==> config.mk <==
export PLATFORM = sky130hd
export DESIGN_NAME = opcap_top
export DESIGN_NICKNAME = d
export VERILOG_FILES = /design/src/rtl/opcap_pkg.sv /design/src/rtl/opcap_tag_counter.sv /design/src/rtl/opcap_regfile.sv /design/src/rtl/opcap_slot.sv /design/src/rtl/opcap_top.sv
export SDC_FILE = /design/constraint.sdc
export NUM_CORES = 2
export LEC_CHECK = 0
export BUFFER_PORTS_ARGS = -buffer_cell sky130_fd_sc_hd__buf_2
export CAP_MARGIN = 10
export CORE_MARGIN = 5
export CORE_UTILIZATION = 40
export DETAILED_ROUTE_END_ITERATION = 12
export PLACE_DENSITY = 0.68
export SLEW_MARGIN = 20
export SYNTH_ARGS = -nofsm -noshare
export SYNTH_HDL_FRONTEND = slang
export SYNTH_HIERARCHICAL = 1
export SYNTH_SLANG_ARGS = --single-unit
==> constraint.sdc <==
create_clock -name clk -period 4.9 [get_ports clk]
set_input_delay 0.245 -clock clk [delete_from_list [all_inputs] [get_ports clk]]
set_output_delay 0.245 -clock clk [all_outputs]
set_load 0.1 [all_outputs]
==> src/rtl/opcap_pkg.sv <==
package opcap_pkg;
    typedef enum logic [1:0] {
        S_EMPTY = 2'd0,
        S_WAIT  = 2'd1,
        S_FULL  = 2'd2
    } slot_state_t;
endpackage

==> src/rtl/opcap_tag_counter.sv <==
module opcap_tag_counter #(
    parameter int TW = 4
) (
    input  logic          clk,
    input  logic          rst_n,
    input  logic          advance,
    output logic [TW-1:0] tag
);
    logic [TW-1:0] tag_q;

    always_ff @(posedge clk) begin
        if (!rst_n) begin
            tag_q <= '0;
        end else if (advance) begin
            tag_q <= tag_q + 1'b1;
        end
    end

    assign tag = tag_q;
endmodule

==> src/rtl/opcap_regfile.sv <==
module opcap_regfile #(
    parameter int NREG = 8,
    parameter int DW   = 64,
    parameter int TW   = 4,
    parameter int NSRC = 3,
    localparam int RW  = $clog2(NREG)
) (
    input  logic               clk,
    input  logic               rst_n,
    input  logic               wr_en,
    input  logic [RW-1:0]      wr_idx,
    input  logic [TW-1:0]      wr_tag,
    input  logic [NSRC*RW-1:0] rd_idx,
    input  logic               res_valid,
    input  logic [TW-1:0]      res_tag,
    input  logic [DW-1:0]      res_data,
    output logic [NSRC*DW-1:0] rd_data,
    output logic [NSRC-1:0]    rd_have
);
    logic [DW-1:0]   val_q  [NREG];
    logic [TW-1:0]   tag_q  [NREG];
    logic [NREG-1:0] pend_q;

    for (genvar r = 0; r < NREG; r++) begin : g_reg
        logic bus_hit;
        assign bus_hit = res_valid && pend_q[r] && (tag_q[r] == res_tag);

        always_ff @(posedge clk) begin
            if (!rst_n) begin
                pend_q[r] <= 1'b0;
                tag_q[r]  <= '0;
                val_q[r]  <= '0;
            end else begin
                if (wr_en && (wr_idx == RW'(r))) begin
                    pend_q[r] <= 1'b1;
                    tag_q[r]  <= wr_tag;
                end else if (bus_hit) begin
                    pend_q[r] <= 1'b0;
                end
                if (bus_hit) begin
                    val_q[r] <= res_data;
                end
            end
        end
    end

    for (genvar s = 0; s < NSRC; s++) begin : g_rd
        logic [RW-1:0] idx;
        assign idx = rd_idx[s*RW +: RW];

        always_comb begin
            if (!pend_q[idx]) begin
                rd_have[s]           = 1'b1;
                rd_data[s*DW +: DW]  = val_q[idx];
            end else if (res_valid && (res_tag == tag_q[idx])) begin
                rd_have[s]           = 1'b1;
                rd_data[s*DW +: DW]  = res_data;
            end else begin
                rd_have[s]           = 1'b0;
                rd_data[s*DW +: DW]  = {{(DW-TW){1'b0}}, tag_q[idx]};
            end
        end
    end
endmodule

==> src/rtl/opcap_slot.sv <==
module opcap_slot
    import opcap_pkg::*;
#(
    parameter int DW   = 64,
    parameter int TW   = 4,
    parameter int NSRC = 3
) (
    input  logic               clk,
    input  logic               rst_n,
    input  logic               load,
    input  logic [NSRC*DW-1:0] load_data,
    input  logic [NSRC-1:0]    load_have,
    input  logic               take,
    input  logic               res_valid,
    input  logic [TW-1:0]      res_tag,
    input  logic [DW-1:0]      res_data,
    output logic [NSRC*DW-1:0] op_data,
    output logic [NSRC-1:0]    op_have,
    output logic               ready
);
    slot_state_t        state_q, state_d;
    logic [NSRC*DW-1:0] data_q, data_d;
    logic [NSRC-1:0]    have_q, have_d;
    logic [NSRC-1:0]    grab;

    for (genvar i = 0; i < NSRC; i++) begin : g_snoop
        assign grab[i] = (state_q == S_WAIT) && res_valid && !have_q[i] &&
                         (data_q[i*DW +: TW] == res_tag);
    end

    always_comb begin
        data_d  = data_q;
        have_d  = have_q;
        state_d = state_q;
        if (load) begin
            data_d  = load_data;
            have_d  = load_have;
            state_d = (&load_have) ? S_FULL : S_WAIT;
        end else if (take) begin
            data_d  = '0;
            have_d  = '0;
            state_d = S_EMPTY;
        end else begin
            unique case (state_q)
                S_EMPTY: state_d = S_EMPTY;
                S_WAIT: begin
                    for (int i = 0; i < NSRC; i++) begin
                        if (grab[i]) begin
                            data_d[i*DW +: DW] = res_data;
                            have_d[i]          = 1'b1;
                        end
                    end
                    state_d = (&have_d) ? S_FULL : S_WAIT;
                end
                S_FULL:  state_d = S_FULL;
                default: state_d = S_EMPTY;
            endcase
        end
    end

    always_ff @(posedge clk) begin
        if (!rst_n) begin
            state_q <= S_EMPTY;
            data_q  <= '0;
            have_q  <= '0;
        end else begin
            state_q <= state_d;
            data_q  <= data_d;
            have_q  <= have_d;
        end
    end

    always_comb begin
        op_data = data_q;
        op_have = have_q;
        ready   = (state_q == S_FULL);
    end
endmodule

==> src/rtl/opcap_top.sv <==
module opcap_top #(
    parameter int NREG = 8,
    parameter int DW   = 64,
    parameter int TW   = 4,
    parameter int NSRC = 3,
    localparam int RW  = $clog2(NREG)
) (
    input  logic               clk,
    input  logic               rst_n,
    input  logic               dec_valid,
    input  logic [NSRC*RW-1:0] dec_src,
    input  logic               dec_has_dst,
    input  logic [RW-1:0]      dec_dst,
    output logic [TW-1:0]      dec_tag,
    input  logic               res_valid,
    input  logic [TW-1:0]      res_tag,
    input  logic [DW-1:0]      res_data,
    input  logic               take,
    output logic [NSRC*DW-1:0] op_data,
    output logic [NSRC-1:0]    op_have,
    output logic               slot_ready
);
    logic               stamp;
    logic [NSRC*DW-1:0] rd_data;
    logic [NSRC-1:0]    rd_have;

    assign stamp = dec_valid && dec_has_dst;

    opcap_tag_counter #(.TW(TW)) u_tags (
        .clk     (clk),
        .rst_n   (rst_n),
        .advance (stamp),
        .tag     (dec_tag)
    );

    opcap_regfile #(.NREG(NREG), .DW(DW), .TW(TW), .NSRC(NSRC)) u_rf (
        .clk       (clk),
        .rst_n     (rst_n),
        .wr_en     (stamp),
        .wr_idx    (dec_dst),
        .wr_tag    (dec_tag),
        .rd_idx    (dec_src),
        .res_valid (res_valid),
        .res_tag   (res_tag),
        .res_data  (res_data),
        .rd_data   (rd_data),
        .rd_have   (rd_have)
    );

    opcap_slot #(.DW(DW), .TW(TW), .NSRC(NSRC)) u_slot (
        .clk       (clk),
        .rst_n     (rst_n),
        .load      (dec_valid),
        .load_data (rd_data),
        .load_have (rd_have),
        .take      (take),
        .res_valid (res_valid),
        .res_tag   (res_tag),
        .res_data  (res_data),
        .op_data   (op_data),
        .op_have   (op_have),
        .ready     (slot_ready)
    );
endmodule

; Yosys cells after proc, flatten, opt, wreduce, memory -nomap -nowiden
; Memory sizes are Yosys's and may differ from the RTL's.
; Cells that the tools add are included.
; Widths: inputs -> output; s select.
[classes]
n_mux = 125
n_mul = 0
n_addsub = 1
shifts = 0
order_cmp = 3
reduce_logical = 56
n_bitwise = 16
div_mod_pow = 0
eq_ne = 23
[ops]
columns = op, n
row1 = $mux 64, 17
row2 = $mux 192, 3
row3 = $mux 1, 86
row4 = $eq 4x4->1, 14
row5 = $logic_and 1x1->1, 35
row6 = $mux 4, 8
row7 = $or 1x1->1, 16
row8 = $reduce_bool 2->1, 8
row9 = $eq 3x3->1 const B, 4
row10 = $lt 3x4->1 const B, 3
row11 = $reduce_bool 3->1, 4
row12 = $bmux 1 s3, 3
row13 = $mux 3, 3
row14 = $mux 2, 4
row15 = $eq 3x2->1 const B, 2
row16 = $reduce_and 2->1, 3
row17 = $reduce_and 3->1, 2
row18 = $add 4x1->4 const B, 1
row19 = $pmux 2 s2, 1
row20 = $eq 3x1->1 const B, 1
row21 = $logic_not 1->1, 3
row22 = $logic_not 3->1, 1
row23 = $eq 2x1->1 const B, 1
row24 = $eq 2x2->1 const B, 1
[totals]
input_bits = 86
mem_bits_ro = 0
latch_bits = 0
memories = 2
output_inout_bits = 200
ram_bits = 544
wordCells = 240
regBits = 209
[mem_list]
columns = memory, depth, width, rd, rd_ports_with_merged_regs, write_ports, line
row1 = u_rf.val_q, 8, 64, 3, 0, 8, opcap_regfile.sv:20  ; logic [DW-1:0] val_q [NREG];
row2 = u_rf.tag_q, 8, 4, 11, 0, 8, opcap_regfile.sv:21  ; logic [TW-1:0] tag_q [NREG];

; Depth between registers and ports, before layout
[logic_depth]
ltp_word = 13
mapped_depth = 13
ltp_nobuf = 10

; Hierarchy
; The synthesis kept the hierarchy.
[modules_own_cells]
columns = mod, cells_each, seq_area_each_um2, area_per_inst_um2, n_inst
row1 = opcap_regfile, 2617, 16495.8, 35627.9, 1
row2 = opcap_slot, 981, 3943.8, 8722.1, 1
row3 = opcap_tag_counter, 16, 80.1, 176.4, 1
row4 = opcap_top, 1, 0.0, 6.3, 1

; Worst setup path before layout
; Ideal clock, no wire load.
[synth_timing]
path_type = input -> register
start = input port res_tag[3]
end = memory u_rf.val_q[0][0], enable pin
t_required_ps = 4476
path_buffers = 2
path_slack_ps = 1747
arrival_time_ps = 2729
setup_ps = 424
stages = 6
cell_sequence = clkbuf_1 > buf_1 > xor2_1 > nor3_1 > nand4_1 > nand2_1
[synth_lines]
columns = item, line
row1 = start: declaration, opcap_top.sv:16  ; input logic [TW-1:0] res_tag,
row2 = end: declaration, opcap_regfile.sv:20

==> metrics <==
die width 344 um; GRT Overall Usage 24.4%; worst-path cell chain mux2i_1 > mux4_2 > xnor2_1 > a21oi_1 > nand3_4 > buf_4 > o22ai_1 > a21oi_1 > nand2_1 > o211a_1; TritonCTS buffer count 87; fmax 0.283 GHz; register bit total from synthesis 753; Die Y 344 um; yosys warns 6; sequential area share after synthesis 46.1%; static leakage 20.5 nW; vias per cell 6.24; EDFF count, synth 544; Yosys top cell by area edfxtp_1; Routed Antenna Nets 0; critical path arrival 4.15 ns; met3 usage 5.52%; crit-path most repeated cell a21oi_1; WHS 0.0328 ns; clock root cell clkbuf_16; Commonest cells post-synth and2_1, edfxtp_1, nand2_1, mux4_2, clkbuf_1; final std cells w/o fill 5259; syn avg cell area 12.3 um2; Initial Util 40.2%; fin nets 3782; Tmin final 3.53 ns; CP Launch Type flip-flop; FP Rows 122; Crit. End Element flip-flop; count leader, synth and2_1; Worst-Skew Late Latency 0.68 ns; worst hold path type primary input to flip-flop; Iter 0 DRT Violations 4092; CP Max Fanout 26; post-detail-place hpwl 88200 um; GRT met2 Usage 39.9%; dpl cells 5066; wire per inst 28.1 um; DR vias 32800; Pwr Total 17.3 mW; Buf/Inv on CP 1; routability cong. 0.856; Async S/R FF share, synth 0%; initial antenna violation count 14; syn_nets 3704; buffer levels on the longest clock path 3; setup-violating endpoint count in the final report 0; setup bufs post-CTS 0; pwr/cell area 345 nW/um2; Critical Path RT 5.52 ns; first-pass GRT wire length 215000 um; Crit path max-delay family compound AO/OA/AOI/OAI gates; CTS tree built; RSZ-0062 raised after global routing false; Final Cycle Share 72.0%; Residual DRC 0; slowest stage delay, CP 0.56 ns; Slew Limit Headroom 21.0%; grt peak-use layer met2; Worst VDD drop 0.318 mV; Critical-path top delay cell nand3_4; Tightest Pin Transition 1.19 ns; ys flop type edfxtp_1; met1 Resource Use GR 32.3%; CP Class flip-flop to flip-flop; Post-Route WL 148000 um; Max-cap violations 0; synth unique cells 65; PortBufs 285; core area 111000 um2; largest net degree at the start of global routing 104; # fillers 9829; synthesized cell area 44500 um2; DIE AREA 118000 um2; status completed; num ports 286; Clk pin slew, worst setup/hold paths 0.06 ns; number of global-route vias before repair 32100; Setup TNS 0 ns; H-tree levels 3; Synth area leaders edfxtp_1, mux4_2, dfxtp_1; Yosys top cell area share 36.7%; FF-to-FF setup slack 1.37 ns; layout cells sized above 1 24.6%; max-slew violation count 0; final count of hold timing violations 0; GR Overflow Total 0; P&R area growth vs syn 13.0%; final core utilization 45.5%; number of cells produced by synthesis 3615; Clock Sinks 753; Worst Skew 0.0355 ns; Pre-antenna DRT Iters 5
cells in the final DEF (no fill, tap or decap), types with 10 or more instances in the layout:
| cell | count |
|---|---|
| clkinv_1 | 17 |
| nand4_1 | 13 |
| mux4_2 | 395 |
| bufinv_16 | 10 |
| clkbuf_16 | 87 |
| and2_1 | 602 |
| o21ai_0 | 13 |
| inv_1 | 18 |
| buf_2 | 274 |
| clkinv_2 | 14 |
| dlygate4sd3_1 | 26 |
| buf_4 | 67 |
| a21oi_1 | 198 |
| nand3_1 | 10 |
| nor2_1 | 17 |
| edfxtp_1 | 544 |
| xnor2_1 | 11 |
| dfxtp_1 | 209 |
| mux2i_1 | 237 |
| xor2_1 | 30 |
| nand2_1 | 394 |
| nor3_1 | 33 |
| o22ai_1 | 183 |
| clkbuf_8 | 11 |
| clkbuf_1 | 15 |
| o211a_1 | 192 |
through the flow:
stage / cell area [um2] / setup WS [ns]
after floorplan: 44500 / 1.75
after CTS: 50300 / 1.43
after global placement: 47100 / 1.31
after global routing: 50300 / 1.24
final: 50300 / 1.37
after detailed placement: 47100 / 1.21
flip-flops by register name (all words and copies together), names as in the netlist:
register        count
u_slot/op_data    192
u_rf/pend_q         8
u_rf/val_q        512
u_rf/tag_q         32
u_tags/tag          4
u_slot/op_have      3
u_slot/state_q      2
cell families (layout without fill, tap and decap cells):
group / count (synthesis) / count (layout) / share of synthesized area, %
AND/OR/NAND/NOR: 1117 / 1117 / 13.2
flip-flops: 753 / 753 / 46.1
adder cells (fa/ha/maj): 3 / 3 / 0.0843
other: 0 / 3 / 0
multiplexers: 639 / 639 / 25.5
buffers and inverters: 413 / 566 / 3.86
AO/OA/AOI/OAI: 649 / 649 / 10.4
XOR/XNOR: 41 / 41 / 0.806
final timing paths:
check | depth (start not counted) | start | to
min | 2 | res_data[18] | u_rf/val_q[5][18]
max reg2reg | 10 | u_rf/tag_q[4][0] | u_slot/op_data[169]
max | 10 | u_rf/tag_q[4][0] | u_slot/op_data[169]
min reg2reg | 1 | u_slot/op_data[90] | u_slot/op_data[90]
routing by layer:
metal  part of all wire, %  wire, um  vias up
met5                 0.057        85        -
met4                   3.1      4590       14
met3                    12     17600      311
met2                    48     70500     2115
met1                    37     55200    16500
li1                      -         -    13900
report_power, final:
part | internal (mW) | leakage [nW] | switching [mW]
clock | 3.97 | 1.45 | 2.78
combinational | 0.996 | 11.7 | 2.26
sequential | 7.11 | 7.34 | 0.232
total | 12.1 | 20.5 | 5.27
cell type report:
type | count | area (um2) | area share (%)
repair buffers | 383 | 2390 | 4.75
clock inverters | 52 | 617 | 1.23
inverters | 19 | 71.3 | 0.142
clock buffers | 112 | 2370 | 4.71
well taps | 1488 | 1860 | 3.70
multi-input cells | 2449 | 22500 | 44.7
diodes | 3 | 7.51 | 0.0149
flip-flops and latches | 753 | 20500 | 40.8
timing repair:
action,CTS,global route
hold endpoints to repair,153,0
resized for setup,0,0
hold buffers,26,0
Power figures use the tool's default switching activity.
